**src/rtl/gpio_bank_pkg.sv**
```systemverilog
package gpio_bank_pkg;
  localparam int WORD_W = 32;

  localparam logic [7:0] OFS_DIR  = 8'h00;
  localparam logic [7:0] OFS_DRV  = 8'h08;
  localparam logic [7:0] OFS_IEN  = 8'h18;
  localparam logic [7:0] OFS_POL  = 8'h38;
  localparam logic [7:0] OFS_TYP  = 8'h40;
  localparam logic [7:0] OFS_STAT = 8'h48;

  typedef enum logic [2:0] {
    FEAT_NONE,
    FEAT_DIR,
    FEAT_DRV,
    FEAT_IEN,
    FEAT_POL,
    FEAT_TYP,
    FEAT_STAT
  } feat_e;
endpackage

```
**src/rtl/gpio_addr_decode.sv**
```systemverilog
module gpio_addr_decode
  import gpio_bank_pkg::*;
#(
  parameter int ADDR_W    = 8,
  parameter int NUM_BANKS = 2,
  localparam int BIDX_W   = (NUM_BANKS > 1) ? $clog2(NUM_BANKS) : 1
) (
  input  logic [ADDR_W-1:0] addr,
  output feat_e             feat,
  output logic [BIDX_W-1:0] bank
);
  always_comb begin
    feat = FEAT_NONE;
    bank = '0;
    for (int b = 0; b < NUM_BANKS; b++) begin
      if (addr == ADDR_W'(OFS_DIR + 8'(b * 4))) begin
        feat = FEAT_DIR;  bank = BIDX_W'(b);
      end
      if (addr == ADDR_W'(OFS_DRV + 8'(b * 4))) begin
        feat = FEAT_DRV;  bank = BIDX_W'(b);
      end
      if (addr == ADDR_W'(OFS_IEN + 8'(b * 4))) begin
        feat = FEAT_IEN;  bank = BIDX_W'(b);
      end
      if (addr == ADDR_W'(OFS_POL + 8'(b * 4))) begin
        feat = FEAT_POL;  bank = BIDX_W'(b);
      end
      if (addr == ADDR_W'(OFS_TYP + 8'(b * 4))) begin
        feat = FEAT_TYP;  bank = BIDX_W'(b);
      end
      if (addr == ADDR_W'(OFS_STAT + 8'(b * 4))) begin
        feat = FEAT_STAT; bank = BIDX_W'(b);
      end
    end
  end
endmodule

```
**src/rtl/gpio_sync2.sv**
```systemverilog
module gpio_sync2 #(
  parameter int W = 1
) (
  input  logic         clk,
  input  logic         rst_n,
  input  logic [W-1:0] d,
  output logic [W-1:0] q
);
  logic [W-1:0] meta_q;

  always_ff @(posedge clk or negedge rst_n) begin
    if (!rst_n) begin
      meta_q <= '0;
      q      <= '0;
    end else begin
      meta_q <= d;
      q      <= meta_q;
    end
  end
endmodule

```
**src/rtl/gpio_pin_detect.sv**
```systemverilog
module gpio_pin_detect (
  input  logic clk,
  input  logic rst_n,
  input  logic lvl,
  input  logic edge_mode,
  input  logic active_low,
  output logic evt
);
  logic prev_q;
  logic now_act;
  logic was_act;

  always_ff @(posedge clk or negedge rst_n) begin
    if (!rst_n) prev_q <= 1'b0;
    else        prev_q <= lvl;
  end

  assign now_act = lvl ^ active_low;
  assign was_act = prev_q ^ active_low;
  assign evt     = edge_mode ? (now_act & ~was_act) : now_act;
endmodule

```
**src/rtl/gpio_bank_ctrl.sv**
```systemverilog
module gpio_bank_ctrl
  import gpio_bank_pkg::*;
#(
  parameter int NUM_PINS = 64,
  parameter int ADDR_W   = 8
) (
  input  logic                clk,
  input  logic                rst_n,
  input  logic [ADDR_W-1:0]   reg_addr,
  input  logic                reg_wr_en,
  input  logic [WORD_W-1:0]   reg_wdata,
  output logic [WORD_W-1:0]   reg_rdata,
  input  logic [NUM_PINS-1:0] pin_in,
  output logic [NUM_PINS-1:0] pin_out,
  output logic [NUM_PINS-1:0] pin_oe,
  output logic                irq_out
);
  localparam int NUM_BANKS = (NUM_PINS + WORD_W - 1) / WORD_W;
  localparam int PAD_W     = NUM_BANKS * WORD_W;
  localparam int BIDX_W    = (NUM_BANKS > 1) ? $clog2(NUM_BANKS) : 1;

  function automatic logic [PAD_W-1:0] pin_mask();
    logic [PAD_W-1:0] m;
    for (int i = 0; i < PAD_W; i++) m[i] = (i < NUM_PINS);
    return m;
  endfunction
  localparam logic [PAD_W-1:0] VALID_MASK = pin_mask();

  feat_e             feat;
  logic [BIDX_W-1:0] bank;
  logic [PAD_W-1:0]  wr_word;
  logic [PAD_W-1:0]  wr_keep;
  logic [PAD_W-1:0]  dir_q, drv_q, ien_q, pol_q, typ_q, stat_q;
  logic [PAD_W-1:0]  clr_vec, evt_vec, lvl_pad;
  logic [NUM_PINS-1:0] lvl_sync;

  gpio_addr_decode #(.ADDR_W(ADDR_W), .NUM_BANKS(NUM_BANKS)) u_dec (
    .addr (reg_addr),
    .feat (feat),
    .bank (bank)
  );

  gpio_sync2 #(.W(NUM_PINS)) u_sync (
    .clk   (clk),
    .rst_n (rst_n),
    .d     (pin_in),
    .q     (lvl_sync)
  );

  assign lvl_pad = PAD_W'(lvl_sync);

  // Write word placed at the addressed bank, and a mask of the bits it covers
  assign wr_word = (PAD_W'(reg_wdata) << (WORD_W * int'(bank))) & VALID_MASK;
  assign wr_keep = ~(PAD_W'({WORD_W{1'b1}}) << (WORD_W * int'(bank)));
  assign clr_vec = (reg_wr_en && feat == FEAT_STAT) ? wr_word : '0;

  always_ff @(posedge clk or negedge rst_n) begin
    if (!rst_n) begin
      dir_q <= '0;
      drv_q <= '0;
      ien_q <= '0;
      pol_q <= '0;
      typ_q <= '0;
    end else if (reg_wr_en) begin
      case (feat)
        FEAT_DIR: dir_q <= (dir_q & wr_keep) | wr_word;
        FEAT_DRV: drv_q <= (drv_q & wr_keep) | wr_word;
        FEAT_IEN: ien_q <= (ien_q & wr_keep) | wr_word;
        FEAT_POL: pol_q <= (pol_q & wr_keep) | wr_word;
        FEAT_TYP: typ_q <= (typ_q & wr_keep) | wr_word;
        default:  ;
      endcase
    end
  end

  // Per-pin event detection; absent pins never produce events
  for (genvar i = 0; i < PAD_W; i++) begin : g_pin
    if (i < NUM_PINS) begin : g_live
      gpio_pin_detect u_det (
        .clk        (clk),
        .rst_n      (rst_n),
        .lvl        (lvl_pad[i]),
        .edge_mode  (typ_q[i]),
        .active_low (pol_q[i]),
        .evt        (evt_vec[i])
      );
    end else begin : g_absent
      assign evt_vec[i] = 1'b0;
    end
  end

  // Sticky status: a new event outranks a simultaneous clear
  always_ff @(posedge clk or negedge rst_n) begin
    if (!rst_n) stat_q <= '0;
    else        stat_q <= ((stat_q & ~clr_vec) | evt_vec) & VALID_MASK;
  end

  always_comb begin
    reg_rdata = '0;
    case (feat)
      FEAT_DIR:  reg_rdata = dir_q[WORD_W*int'(bank) +: WORD_W];
      FEAT_DRV:  reg_rdata = lvl_pad[WORD_W*int'(bank) +: WORD_W];
      FEAT_IEN:  reg_rdata = ien_q[WORD_W*int'(bank) +: WORD_W];
      FEAT_POL:  reg_rdata = pol_q[WORD_W*int'(bank) +: WORD_W];
      FEAT_TYP:  reg_rdata = typ_q[WORD_W*int'(bank) +: WORD_W];
      FEAT_STAT: reg_rdata = stat_q[WORD_W*int'(bank) +: WORD_W];
      default:   reg_rdata = '0;
    endcase
  end

  assign pin_oe  = dir_q[NUM_PINS-1:0];
  assign pin_out = drv_q[NUM_PINS-1:0];
  assign irq_out = |(stat_q & ien_q);
endmodule

```
**config.mk**
```make
export PLATFORM = sky130hd
export DESIGN_NAME = gpio_bank_ctrl
export DESIGN_NICKNAME = d
export VERILOG_FILES = /design/src/rtl/gpio_bank_pkg.sv /design/src/rtl/gpio_addr_decode.sv /design/src/rtl/gpio_sync2.sv /design/src/rtl/gpio_pin_detect.sv /design/src/rtl/gpio_bank_ctrl.sv
export SDC_FILE = /design/constraint.sdc
export NUM_CORES = 1
export LEC_CHECK = 0
export BUFFER_PORTS_ARGS = -buffer_cell sky130_fd_sc_hd__buf_2
export CAP_MARGIN = 20
export CORE_MARGIN = 2
export CORE_UTILIZATION = 39
export CTS_CLUSTER_DIAMETER = 30
export CTS_CLUSTER_SIZE = 28
export DETAILED_ROUTE_END_ITERATION = 16
export GPL_TIMING_DRIVEN = 0
export PLACE_DENSITY = 0.58
export SLEW_MARGIN = 20
export SYNTH_ARGS = -nofsm -noshare
export SYNTH_HDL_FRONTEND = slang
export SYNTH_SLANG_ARGS = --single-unit
```
**constraint.sdc**
```tcl
create_clock -name clk -period 2 [get_ports clk]
set_input_delay 0.1 -clock clk [delete_from_list [all_inputs] [get_ports clk]]
set_output_delay 0.1 -clock clk [all_outputs]
set_load 0.005 [all_outputs]
```
==> flow_summary.ini, run 1 <==
[place]
gp_congestion = 0.921
dp_cells = 3047
io_buffers = 264
dpl_cell_area_sq_um = 27200
dp_hpwl_mm = 60.1

[timing]
setup_viol_count_final = 33
worstMarginPinSlew_ns = 1.04
finalMaxSlewViolations = 0
post-route-period-util_pct = 136
finalClockSkew_ns = 0.0214
clock.fmax_ghz = 0.368
hold_viol = 0
rsz0062_at_grt = yes
fin_ws_ns = -0.721
maxSlewHeadroom_pct = 30.4
holdWs_ns = 0.0292
period_needed_ns = 2.72

[cells_and_area]
nets = 2585
fillers = 5130
multiInputGateArea_sq_um = 10500
stdcell_area_sq_um = 34900
area_delta_synth_final_pct = 41.5
seq_area_sq_um = 14500
instances_no_fill = 3439
layout-drive-gt1-share_pct = 42.9

[critical_path]
path_delay_family = simple AND/OR/NAND/NOR gates
cp-start-kind = register
cp.arrival_ns = 2.62
worstPathCellList = a22o_1 > a221oi_2 > nand4_1 > or4_4 > buf_6
slowest_delay_ns = 0.58
cp-end-kind = output port
cp_max_fo = 3
critical_path.n_buffers_inverters = 1
crit_required_ns = 1.90
path_class = register to output port
critical_path.slowest_cell = or4_4

[clock_network]
htree_levels = 4
clockRootBuffer = clkbuf_16
cts_made_buffers = 137
path_clk_slew_ns = 0.05
cts_tree = built
clock_latency_ns = 0.71
ctsLongestPathBuffers = 3
clock-sinks = 576

[die]
die_area_sq_um = 65200
core_sq_um = 62700
ioPinCount = 268
row_count = 92
die_y_um = 255
start_util_pct = 39.3
die_x_um = 255

[drt]
wl_met2_mm = 41.6
drt-wirelength-per-cell_um = 25.9
dr_wl_met3_mm = 6.64
drt_wl_total_mm = 88.9
post_drt_via_cell_ratio = 5.53
top_layer = met4
firstDrtPassIters = 5
vias = 19000
met1Wirelength_mm = 37.0
drt-initial-drc-count = 1585
ant_nets = 0
drc = 0

[logic_synthesis]
synth_edf_count = 0
ys_top_cells_by_area = dfrtp_1 59%, mux2_2 14%, mux2i_1 6.3%
yosys_most_used_dff = dfrtp_1
ys_types = 41
netlist_instances = 1930
netlist_top_cells_count = 576 x dfrtp_1, 315 x mux2_2, 195 x nand2_1
yosysTopAreaCell = dfrtp_1
yosysMostFrequentCell = dfrtp_1
syn_area_sq_um = 24600
synth_top_area_share_pct = 58.5
syn_area_per_cell_sq_um = 12.8
ys_async_sr_fraction_pct = 100
ys_seq_elements = 576
seq_area_frac_synth_pct = 58.5
ys.warnings.count = 0
synth_nets = 2037

[run]
drv_cap = 0

[grt]
grt_first_pass_wirelength_mm = 131
grt.overflow.total = 0
antenna_found_initial = 3
grt_max_degree = 101
grt_use_total_pct = 27.0
grt_pass1_vias = 19900

[power]
ir_drop_mv = 0.866
power_density_nw_per_um2 = 1100
p_leak_nw = 16.2

[outcome]
violations = setup timing
outcome = finished with violations

[worst_hold_path]
min-delay-path-class = primary input to register
-- logic make-up (layout without fill, tap and decap cells) --
group	after synthesis	count (layout)	synth area share, %
compound gates	269	269	8.11
mux	478	478	21.1
other cells	0	1	0
simple gates	356	356	6.57
buf+inv	177	839	3.11
xor+xnor	74	74	2.63
flops	576	576	58.5
-- path summary, 6_finish.rpt --
kind	from	end	slack (ns)	depth (start not counted)
setup / recovery	register	irq_out	-0.72	5
hold / removal	pin_in[55]	u_sync.meta_q[55]	0.03	2
setup reg to reg	u_sync.q[7]	stat_q[7]	1.02	4
hold reg to reg	u_sync.meta_q[19]	u_sync.q[19]	0.34	0
max in group asynchronous	rst_n	asynchronous set/reset pin	0.29	6
min in group asynchronous	rst_n	asynchronous set/reset pin	0.50	4
-- cells in the final DEF (no fill, tap or decap), types with 42 or more instances in the layout --
master / instances
clkbuf_16: 141
mux2_2: 315
dlygate4sd3_1: 122
nand2_1: 195
xor2_1: 74
o31ai_1: 65
dfrtp_1: 530
nor3_1: 90
mux2i_1: 149
buf_1: 42
dfrtp_2: 46
buf_2: 288
-- through the flow --
step	total power [mW]	setup slack (ns)	utilization (%)	TNS [ns]
floorplan	13.5	0.00405	-	0
global placement	14.5	-11.03	43.1	-6606.26
detailed placement	14.6	-1.17	43.4	-296.41
CTS	38.4	-0.697	54.6	-9.97
global route	39.5	-0.729	55.6	-10.32
finish	38.3	-0.721	55.6	-8.63
-- report_power, final --
| part | switching, mW | leakage [nW] | internal (mW) |
|---|---|---|---|
| registers | 0.431 | 7.18 | 12.2 |
| clock network | 7.22 | 2.40 | 16.3 |
| logic | 1.23 | 6.61 | 0.993 |
| total | 8.88 | 16.2 | 29.4 |
-- timing repair --
item                                   4_1_cts  5_1_grt
hold buffers                               123        0
setup endpoints to repair                  226      133
resized for setup                          273      130
setup buffers                               11        4
endpoints found under the hold margin      237        0
pin swaps                                   68       58
cloned                                       0        1
-- layer usage --
layer	track usage, %	up-vias
met5	0	-
met4	13.2	0
met3	5.96	216
met2	42.5	849
met1	35.4	9789
li1	-	8154
-- layout make-up --
class | count | share of cell area (%)
Sequential cell | 576 | 41.5
Multi-Input combinational cell | 1177 | 30.0
Clock buffer | 178 | 11.1
Timing Repair Buffer | 410 | 8.39
Clock inverter | 75 | 3.09
Tap cell | 846 | 3.04
Buffer | 147 | 2.53
Inverter | 29 | 0.312
Antenna cell | 1 | 0.00718
Power figures use the tool's default switching activity.
==> run 2, diff against run 1 <==
--- a/config.mk
+++ b/config.mk
@@ -7,7 +7,6 @@
 export LEC_CHECK = 0
 export BUFFER_PORTS_ARGS = -buffer_cell sky130_fd_sc_hd__buf_2
 export CAP_MARGIN = 20
-export CORE_MARGIN = 2
 export CORE_UTILIZATION = 39
 export CTS_CLUSTER_DIAMETER = 30
 export CTS_CLUSTER_SIZE = 28
==> constraint.sdc (replaced) <==
create_clock -name clk -period 2 [get_ports clk]
set_input_delay 0.1 -clock clk [delete_from_list [all_inputs] [get_ports clk]]
set_output_delay 0.1 -clock clk [all_outputs]
set_load 0.02 [all_outputs]
==> run 2 against run 1 <==
- the flow still finishes with violations (setup timing)
- utilization increased by 1.1 points
- clock skew is 0.0011 ns higher
- register-to-register slack worse by 0.06 ns
- die area fell by 1.6%
- sequential share of layout area fell by 0.37 points
- routed wire length decreased by 0.44%
- critical path depth did not move
- design area grew 0.94%
- combinational power grew 7%
==> flow_summary.ini, run 2 (synthesis gave the netlist of run 1 again) <==
[critical_path]
critPathCapture = irq_out
cp-start-kind = register
cp.arrival_ns = 2.62
path_class = register to output port
cp-end-kind = output port
crit_required_ns = 1.90
r2r_cells = 3
ff2ff_setup_slack_ns = 0.96
cp_max_fo = 3
startpoint = stat_q[16]

[clock_network]
path_clk_slew_ns = 0.05
clock-sinks = 576
cts_made_buffers = 137
htree_levels = 4
clockRootBuffer = clkbuf_16
cts_tree = built
clock_latency_ns = 0.72
ctsLongestPathBuffers = 3

[grt]
grt_first_pass_wirelength_mm = 129
grt_pass1_vias = 19600
grt.overflow.total = 0
antenna_found_initial = 3
grt_use_total_pct = 27.7
grt_max_degree = 93

[place]
dpl_cell_area_sq_um = 27200
io_buffers = 264
dp_hpwl_mm = 59.6
gp_congestion = 0.932
place_ws_ns = -1.17

[cells_and_area]
stdcell_area_sq_um = 35200
area_delta_synth_final_pct = 42.8
nets = 2592
fillers = 5092
layout-drive-gt1-share_pct = 43.7
utilization_pct = 56.7
final_cell_mix = 527 x dfrtp_1, 315 x mux2_2, 259 x buf_2, 195 x nand2_1, 147 x mux2i_1
mostFrequentLayoutCell = dfrtp_1

[die]
core_sq_um = 62100
die_y_um = 253
ioPinCount = 268
row_count = 91
start_util_pct = 39.7
die_area_sq_um = 64200
die_x_um = 253

[drt]
drc = 0
drt-initial-drc-count = 1528
drt-wirelength-per-cell_um = 25.8
vias = 18900
firstDrtPassIters = 5
ant_nets = 0
post_drt_via_cell_ratio = 5.52
drt_wl_total_mm = 88.5

[timing]
hold_viol = 0
setup_viol_count_final = 33
maxSlewHeadroom_pct = 30.5
finalMaxSlewViolations = 0
finalClockSkew_ns = 0.0225
worstMarginPinSlew_ns = 1.04
clock.fmax_ghz = 0.367
rsz0062_at_grt = yes
fin_ws_ns = -0.724
period_needed_ns = 2.72
post-route-period-util_pct = 136
holdWs_ns = 0.0319

[power]
ir_drop_mv = 0.781
total_power_mw = 38.8
power_density_nw_per_um2 = 1100
p_leak_nw = 16.3

[worst_hold_path]
min-delay-path-class = primary input to register

[run]
drv_cap = 0

[outcome]
outcome = finished with violations
violations = setup timing
-- run 2: cell count changes in the layout (fill, tap and decap cells not counted), sizes merged, moves of 2 or more --
cell	delta
clkinv	-16
buf	+2
clkbuf	+15
inv	+6
dlygate4sd3	-2
-- run 2: metal layers --
metal,up-vias,track usage (%),wire [um]
met3,194,6.74,6840
met1,9699,37.1,37500
li1,8196,-,-
met2,853,42.1,40900
met5,-,0,25
met4,4,13.2,3240
-- run 2: per-stage QoR --
| step | TNS (ns) | std cells |
|---|---|---|
| floorplan | 0 | 1930 |
| global placement | -6648.96 | 3031 |
| detailed placement | -284.08 | 3038 |
| CTS | -10.65 | 3417 |
| global route | -10.85 | 3434 |
| finish | -9.11 | 3434 |
-- run 2: how the worst min path moves through the flow --
stage               startpoint                          to  slack (ns)  cells after the start
CTS                      rst_n  asynchronous set/reset pin       -0.09                      2
detailed placement       rst_n  asynchronous set/reset pin        0.07                      1
finish              pin_in[41]           u_sync.meta_q[41]        0.03                      2
global route        pin_in[62]           u_sync.meta_q[62]        0.01                      2
floorplan                rst_n  asynchronous set/reset pin       -0.20                      0
global placement    pin_in[53]           u_sync.meta_q[53]        0.21                      1
-- run 2: critical path: stages, from the launching register on --
cell and delay [ns]:
dfrtp_2 0.45, a22o_1 0.25, a221oi_2 0.32, nand4_1 0.13
or4_4 0.60, buf_6 0.16
-- run 2: layout make-up --
type                       instances  area, sq um  area share [%]
clock buffer                     184         3990            11.3
multi-input combinational       1177        10500            29.9
antenna                            1         2.50         0.00711
buffer                           147          887            2.52
inverter                          29          109           0.309
tap                              837         1050            2.98
sequential                       576        14500            41.1
timing repair buffer             417         3100            8.82
clock inverter                    66         1040            2.95
-- run 2: timing repair --
item / 4_1_cts / 5_1_grt
endpoints found under the hold margin: 372 / 26
cloned: 0 / 1
buffers inserted: 11 / 12
setup endpoints to repair: 189 / 83
pin swaps: 66 / 65
gates resized for setup: 308 / 150
hold buffers: 118 / 4
-- run 2: power breakdown --
| part | total (mW) | internal (mW) | switching, mW |
|---|---|---|---|
| sequential | 12.6 | 12.2 | 0.432 |
| combinational | 2.37 | 1.02 | 1.35 |
| clock | 23.9 | 16.7 | 7.19 |
| total | 38.8 | 29.9 | 8.97 |
